**src/rtl/gia_pkg.sv**
```systemverilog
package gia_pkg;
  localparam int CFG_LEN_W  = 12;
  localparam int CFG_EN_BIT = 12;
  localparam int CFG_EOI_BIT = 13;
  localparam int SUM_BITS   = 64;

  typedef struct packed {
    logic                 blk_en;
    logic [CFG_LEN_W-1:0] blk_len;
  } gia_cfg_t;
endpackage

```
**src/rtl/gia_group_or.sv**
```systemverilog
module gia_group_or #(
  parameter int NUM_GROUPS     = 46,
  parameter int PINS_PER_GROUP = 4,
  localparam int NUM_PINS      = NUM_GROUPS * PINS_PER_GROUP
) (
  input  logic [NUM_PINS-1:0]   int_sts,
  input  logic [NUM_PINS-1:0]   wake_sts,
  input  logic [NUM_PINS-1:0]   mask,
  output logic [NUM_GROUPS-1:0] grp_any
);
  logic [NUM_PINS-1:0] live;

  assign live = (int_sts | wake_sts) & mask;

  for (genvar g = 0; g < NUM_GROUPS; g++) begin : g_grp
    assign grp_any[g] = |live[g*PINS_PER_GROUP +: PINS_PER_GROUP];
  end
endmodule

```
**src/rtl/gia_block_timer.sv**
```systemverilog
module gia_block_timer #(
  parameter int W = 12
) (
  input  logic         clk,
  input  logic         rst_n,
  input  logic         start,
  input  logic [W-1:0] len,
  output logic         active
);
  logic [W-1:0] cnt_q, cnt_d;
  logic         cnt_en;

  assign active = (cnt_q != '0);
  assign cnt_en = start | active;

  always_comb begin
    if (start) cnt_d = len;
    else       cnt_d = cnt_q - 1'b1;
  end

  always_ff @(posedge clk or negedge rst_n) begin
    if (!rst_n)      cnt_q <= '0;
    else if (cnt_en) cnt_q <= cnt_d;
  end
endmodule

```
**src/rtl/gia_master_reg.sv**
```systemverilog
module gia_master_reg
  import gia_pkg::*;
(
  input  logic        clk,
  input  logic        rst_n,
  input  logic        wr,
  input  logic [31:0] wdata,
  output gia_cfg_t    cfg,
  output logic        eoi_q
);
  gia_cfg_t cfg_q, cfg_d;
  logic     eoi_d;

  always_comb begin
    cfg_d.blk_len = wdata[CFG_LEN_W-1:0];
    cfg_d.blk_en  = wdata[CFG_EN_BIT];
    eoi_d         = wr & wdata[CFG_EOI_BIT];
  end

  always_ff @(posedge clk or negedge rst_n) begin
    if (!rst_n) begin
      cfg_q <= '0;
      eoi_q <= 1'b0;
    end else begin
      if (wr) cfg_q <= cfg_d;
      eoi_q <= eoi_d;
    end
  end

  assign cfg = cfg_q;
endmodule

```
**src/rtl/gpio_irq_agg.sv**
```systemverilog
module gpio_irq_agg
  import gia_pkg::*;
#(
  parameter int NUM_GROUPS     = 46,
  parameter int PINS_PER_GROUP = 4
) (
  input  logic                                 clk,
  input  logic                                 rst_n,
  input  logic [NUM_GROUPS*PINS_PER_GROUP-1:0] int_sts,
  input  logic [NUM_GROUPS*PINS_PER_GROUP-1:0] wake_sts,
  input  logic [NUM_GROUPS*PINS_PER_GROUP-1:0] mask,
  input  logic                                 db_wr,
  input  logic                                 cfg_wr,
  input  logic [31:0]                          cfg_wdata,
  output logic [31:0]                          cfg_rdata,
  output logic [31:0]                          sum_lo,
  output logic [31:0]                          sum_hi,
  output logic                                 irq,
  output logic [NUM_GROUPS*PINS_PER_GROUP-1:0] en_force_low
);
  localparam int NUM_PINS = NUM_GROUPS * PINS_PER_GROUP;
  localparam int PAD_BITS = SUM_BITS - NUM_GROUPS;

  // reset: asserted asynchronously, released after two clock edges
  logic [1:0] rst_sync_q;
  logic       rst_int_n;

  always_ff @(posedge clk or negedge rst_n) begin
    if (!rst_n) rst_sync_q <= 2'b00;
    else        rst_sync_q <= {rst_sync_q[0], 1'b1};
  end
  assign rst_int_n = rst_sync_q[1];

  gia_cfg_t cfg;
  logic     eoi_q;

  gia_master_reg u_mreg (
    .clk   (clk),
    .rst_n (rst_int_n),
    .wr    (cfg_wr),
    .wdata (cfg_wdata),
    .cfg   (cfg),
    .eoi_q (eoi_q)
  );

  logic [NUM_GROUPS-1:0] grp_any;

  gia_group_or #(
    .NUM_GROUPS     (NUM_GROUPS),
    .PINS_PER_GROUP (PINS_PER_GROUP)
  ) u_grp (
    .int_sts  (int_sts),
    .wake_sts (wake_sts),
    .mask     (mask),
    .grp_any  (grp_any)
  );

  logic blk_start, blk_active, gate;

  assign blk_start = db_wr & cfg.blk_en & (cfg.blk_len != '0);

  gia_block_timer #(.W(CFG_LEN_W)) u_tmr (
    .clk    (clk),
    .rst_n  (rst_int_n),
    .start  (blk_start),
    .len    (cfg.blk_len),
    .active (blk_active)
  );

  // the write cycle itself is already quiet, so no status slips through
  assign gate = blk_active | blk_start;

  logic [NUM_GROUPS-1:0] sum_q, sum_d;

  always_comb begin
    sum_d = gate ? '0 : grp_any;
  end

  always_ff @(posedge clk or negedge rst_int_n) begin
    if (!rst_int_n) sum_q <= '0;
    else            sum_q <= sum_d;
  end

  logic [SUM_BITS-1:0] sum_full;

  assign sum_full     = {{PAD_BITS{1'b0}}, sum_q};
  assign sum_lo       = sum_full[31:0];
  assign sum_hi       = sum_full[63:32];
  assign irq          = (|sum_q) & ~eoi_q;
  assign en_force_low = {NUM_PINS{blk_active}};

  always_comb begin
    cfg_rdata                      = '0;
    cfg_rdata[CFG_LEN_W-1:0]       = cfg.blk_len;
    cfg_rdata[CFG_EN_BIT]          = cfg.blk_en;
  end
endmodule

```
**config.mk**
```make
export PLATFORM = sky130hd
export DESIGN_NAME = gpio_irq_agg
export DESIGN_NICKNAME = d
export VERILOG_FILES = /design/src/rtl/gia_pkg.sv /design/src/rtl/gia_group_or.sv /design/src/rtl/gia_block_timer.sv /design/src/rtl/gia_master_reg.sv /design/src/rtl/gpio_irq_agg.sv
export SDC_FILE = /design/constraint.sdc
export NUM_CORES = 1
export LEC_CHECK = 0
export CAP_MARGIN = 20
export CORE_AREA = 2 2 337 339
export DETAILED_ROUTE_END_ITERATION = 7
export DIE_AREA = 0 0 339 341
export GPL_TIMING_DRIVEN = 0
export PLACE_DENSITY = 0.36
export SKIP_LAST_GASP = 1
export SYNTH_ARGS = -nofsm -noshare
export SYNTH_HDL_FRONTEND = slang
export SYNTH_SLANG_ARGS = --single-unit
```
**constraint.sdc**
```tcl
create_clock -name clk -period 6.3 [get_ports clk]
set_input_delay 1.89 -clock clk [delete_from_list [all_inputs] [get_ports clk]]
set_output_delay 1.89 -clock clk [all_outputs]
set_load 0.005 [all_outputs]
```
## After elaboration in Yosys (flattened, before gate mapping)

Index checks and enable logic that the tools add are counted.

- Bitwise gates (word level): 8
- Multiplexer cells: 2
- Reductions and logical operators: 49
- $add $sub $neg: 1

Operator list:

| kind | count |
|---|---|
| bitwise AND 184 bit | 1 |
| bitwise OR 184 bit | 1 |
| OR reduction 4 bit | 46 |
| 2-to-1 mux 46 bit | 1 |
| OR reduction 46 bit | 1 |
| nonzero test 12 bit | 2 |
| 2-to-1 mux 12 bit | 1 |
| subtractor 12 x 1 -> 12 bit, second input constant | 1 |
| bitwise AND 1 bit | 4 |
| NOT 1 bit | 1 |
| bitwise OR 1 bit | 1 |

- Flip-flop bits (word level): 74
- Input port bits: 588
- Output and inout port bits: 281
- Logic and storage cells: 66

## Longest topological paths before layout

- Depth in word-level cells: 4
- Depth in mapped cells: 8
- Gate-level depth less buffers: 6

## Hierarchy

From an unflattened synthesis, not the netlist that was laid out.

- Cells, all modules: 683
- Area total of the unflattened synthesis: 6,029.5 um^2

Modules (own cells, without submodules):

| module | sequential area each (um^2) | cells an instance | area an instance (um^2) | instances |
|---|---|---|---|---|
| gpio_irq_agg | 1,201.2 | 349 | 3,562.2 | 1 |
| gia_group_or | 0.0 | 230 | 1,208.7 | 1 |
| gia_block_timer | 300.3 | 75 | 743.2 | 1 |
| gia_master_reg | 350.3 | 29 | 515.5 | 1 |

## Worst setup path before layout

OpenSTA, ideal clock, no wires.

- Path kind: reg-to-output
- From: register u_tmr.cnt_q[0]
- To: output port en_force_low[0]
- Slack: -467 ps
- Buffers on the path: 1
- Arrival: 4,877 ps
- Cell stages (with the launch flop): 6
- Required time: 4,410 ps
- Cell sequence: dfrtp_1 > inv_1 > ha_1 > nor4b_2 > nand3_1 > buf_4

- Word-level cells in the longest chain between the ends: 1

RTL lines:

| what | RTL line | text |
|---|---|---|
| start, declared | gia_block_timer.sv:10 | `logic [W-1:0] cnt_q, cnt_d;` |
| start signal, assigned | gia_block_timer.sv:23 | `else if (cnt_en) cnt_q <= cnt_d;` |
| nonzero test 12 bit | gia_block_timer.sv:13 | `assign active = (cnt_q != '0);` |
| end, declared | gpio_irq_agg.sv:19 | `output logic [NUM_GROUPS*PINS_PER_GROUP-1:0] en_force_low` |

No other way between the ends.

## Final worst setup path

- From: register sum_q[40]
- To: output port irq

- Word-level cells in the longest chain between the ends: 2

RTL lines:

| what | RTL line | text |
|---|---|---|
| start, declared | gpio_irq_agg.sv:73 | `logic [NUM_GROUPS-1:0] sum_q, sum_d;` |
| start signal, assigned | gpio_irq_agg.sv:81 | `else sum_q <= sum_d;` |
| OR reduction 46 bit | gpio_irq_agg.sv:89 | `assign irq = (\|sum_q) & ~eoi_q;` |
| bitwise AND 1 bit | gpio_irq_agg.sv:89 |  |
| end, declared | gpio_irq_agg.sv:18 | `output logic irq,` |

No other way between the ends.

==> metrics.csv <==
metric,value,unit
Routability Congestion,0.8932,
Worst Max-Slew Pin Slew,0.9428,ns
Rows,123,
slowest stage cell on the critical path,nor4_1,
largest net degree at the start of global routing,95,
first-pass GRT wire length,94670,um
Worst path max stage delay,0.71,ns
"top cells by area, synth","dfrtp_1 (31%), buf_4 (28%), o21ai_0 (16%)",
CTS tree,done,
1st-pass router iterations,4,
vias per inst,2.810,
DRT antenna net count,0,
post-synth top area cell,dfrtp_1,
Pleak,6.082,nW
post-synthesis sequential area ratio,31.22,%
peak clock frequency supported by timing,0.1947,GHz
GRT Residual Overflow,0,
vias in the first global route,8756,
crit path from,sum_q[40],
worst rel slew slack,36.56,%
Pint,1.386,mW
clk_lat worst skew,0.40,ns
initial antenna violation count,109,
DRC Markers,0,
vias,8503,
Root Driver,clkbuf_16,
Worst Path Max Fanout,2,
Core Area,0.1119,mm^2
Seq pwr share,29.2,%
Final min period,5.135,ns
most frequent cell after synthesis,buf_4,
# hold bufs at CTS,0,
Setup Crit Path Kind,reg2out,
Synth Warn #,0,
HP Class,reg2async,
"Reg clk slew, reported paths",0.08,ns
post-DP HPWL,70390,um
Post-Place Setup Slack,1.394,ns
most common library cells after synthesis,"buf_4 (221), o21ai_0 (186), dfrtp_1 (74)",
Cells after Synth,630,
Cell Pwr Density,121.1,mW/mm^2
1st-iter DRT viols,285,
Die Height,341,um
status,finished clean,
final worst slack,1.165,ns
Max clock buf depth,2,
routed len/inst,25.40,um
Post-synth EDFFs,0,
Final Max Tran Viols,0,
total CTS buffers,9,
DIE WIDTH,339,um
Clock Power Share,32.1,%
Worst Clk Skew,0.01572,ns
synth unique cells,35,
Final Hold Fails,0,
Post-Place Cells,2982,
required time worst endpoint,4.41,ns
# clock sinks,74,
Switching Share,30.95,%
Area Overhead vs Synth,179.5,%
Post-synth ARST share,100.0,%
Critical Path End Type,primary output,
top-area cell type share of the netlist area,31.22,%
Nets,2083,
post-CTS setup buffers,0,
Tot GR Track Use,12.82,%
Fillers,12710,
Post-Syn Area,0.005931,mm^2
CP Cell Sequence,nor4_1 -> nand4_1 -> nor3_1 -> nor2_1 -> clkdlybuf4s50_1,
max_cap viols,0,
fraction of layout cells with a size suffix above 1,20.83,%
final setup fails,0,
"Avg Cell Area, Syn",9.414,um^2
H-tree depth,3,
Initial Util,5.301,%
# IOs,869,
Logic pwr share,38.7,%
Total Wirelength,76850,um
total chip power,2.007,mW
worst r2r src,u_tmr.cnt_q[7],
die area,0.1156,mm^2
Final Cycle Share,81.51,%
IO Port Bufs,813,
ys flop type,dfrtp_1,
Synth Register Bits,74,
CTS resizes,0,
CP arrival,3.25,ns
maximum vdd drop,0.0001420,V
Final Non-Filler Cells,3026,
critical path startpoint category,flip-flop,
NetSw,621.1,uW
RSZ-0062 raised after global routing,no,
## layer usage
layer  global-route usage (%)  up-vias  share of wire (%)
li1                         -     3816                  -
met4                    2.306       48                1.4
met5                        0        -               0.40
met2                    20.64      617                 45
met1                    15.39     3901                 40
met3                    6.445      121                 12
## sequential cells by signal (all words and copies together) (netlist names)
| name | flops |
|---|---|
| sum_q | 46 |
| rst_sync_q | 2 |
| u_tmr.cnt_q | 12 |
| u_mreg.eoi_q | 1 |
| u_mreg.cfg | 13 |
## final timing paths
kind / end / slack (ns) / cells after the start
setup / recovery: irq / 1.16 / 5
hold / removal: sum_q[0] / 0.28 / 0
setup reg to reg: sum_q[26] / 3.55 / 6
hold reg to reg: sum_q[0] / 0.28 / 0
max in group asynchronous: rst_sync_q[1] / 4.51 / 1
min in group clk: rst_sync_q[1] / 0.36 / 0
## layout by cell type (no fill, tap or decap), types with 2 or more instances in the layout
cell type	synthesis	layout
a41oi_1	6	6
a41oi_2	40	40
buf_16	0	3
buf_4	221	221
buf_6	5	5
bufinv_16	0	2
clkbuf_1	3	4
clkbuf_16	0	9
clkdlybuf4s50_1	0	813
clkinv_2	0	2
conb_1	2	38
dfrtp_1	74	73
diode_2	0	28
ha_1	2	2
inv_1	2	2
mux2_2	14	14
nand2_1	12	12
nand4_1	3	3
nor2_1	5	5
nor3_1	3	3
nor3_2	2	2
nor4_1	15	14
o21ai_0	186	186
o31ai_1	7	7
o31ai_2	3	3
or4_4	2	2
xnor2_1	9	9
## stage by stage
| stage | instance area [um^2] | util (%) | hold WS (ns) | setup TNS (ns) |
|---|---|---|---|---|
| 3_5_place_dp | 16190 | 14.47 | 0.3192 | 0 |
| 3_3_place_gp | 16090 | 14.38 | 0.3362 | -64.29 |
| 4_1_cts | 16510 | 14.75 | 0.3102 | 0 |
| 2_1_floorplan | 6071 | - | 0.3312 | 0 |
| 5_1_grt | 16520 | 14.76 | 0.3346 | 0 |
| 6_report | 16580 | 14.82 | 0.2845 | 0 |
## cell type report
type	count	area [um^2]	share of cell area, %
tap	1500	1877	11.32
inverter	2	7.507	0.04529
timing repair buffer	816	8220	49.59
multi-input combinational	360	2494	15.04
sequential	74	1856	11.19
antenna	28	70.07	0.4227
clock inverter	5	77.57	0.4680
clock buffer	11	242.7	1.464
buffer	230	1732	10.45
## cells by family after synthesis
| kind of cell | after synthesis | share of synthesized area (%) |
|---|---|---|
| buffers and inverters | 232 | 29.32 |
| adder cells (fa/ha/maj) | 2 | 0.4219 |
| AO/OA/AOI/OAI | 245 | 29.43 |
| AND/OR/NAND/NOR | 51 | 5.338 |
| flip-flops | 74 | 31.22 |
| multiplexers | 14 | 2.658 |
| XOR/XNOR | 10 | 1.477 |
| other | 2 | 0.1266 |
## power groups by stage
stage	sequential, mW	clock [mW]	combinational (mW)
finish	0.586	0.644	0.777
global route	0.596	0.705	0.834
CTS	0.588	0.701	0.792
detailed placement	0.596	0	0.787
global placement	0.602	0	0.782
floorplan	0.579	0	0.242
## critical path, delay by kind of cell, from the launching register on
kind | cells | cell delay, ns
simple gates | 4 | 1.81
flops | 1 | 0.44
buf+inv | 1 | 0.59
No activity file was read; power rests on OpenSTA's default activity.
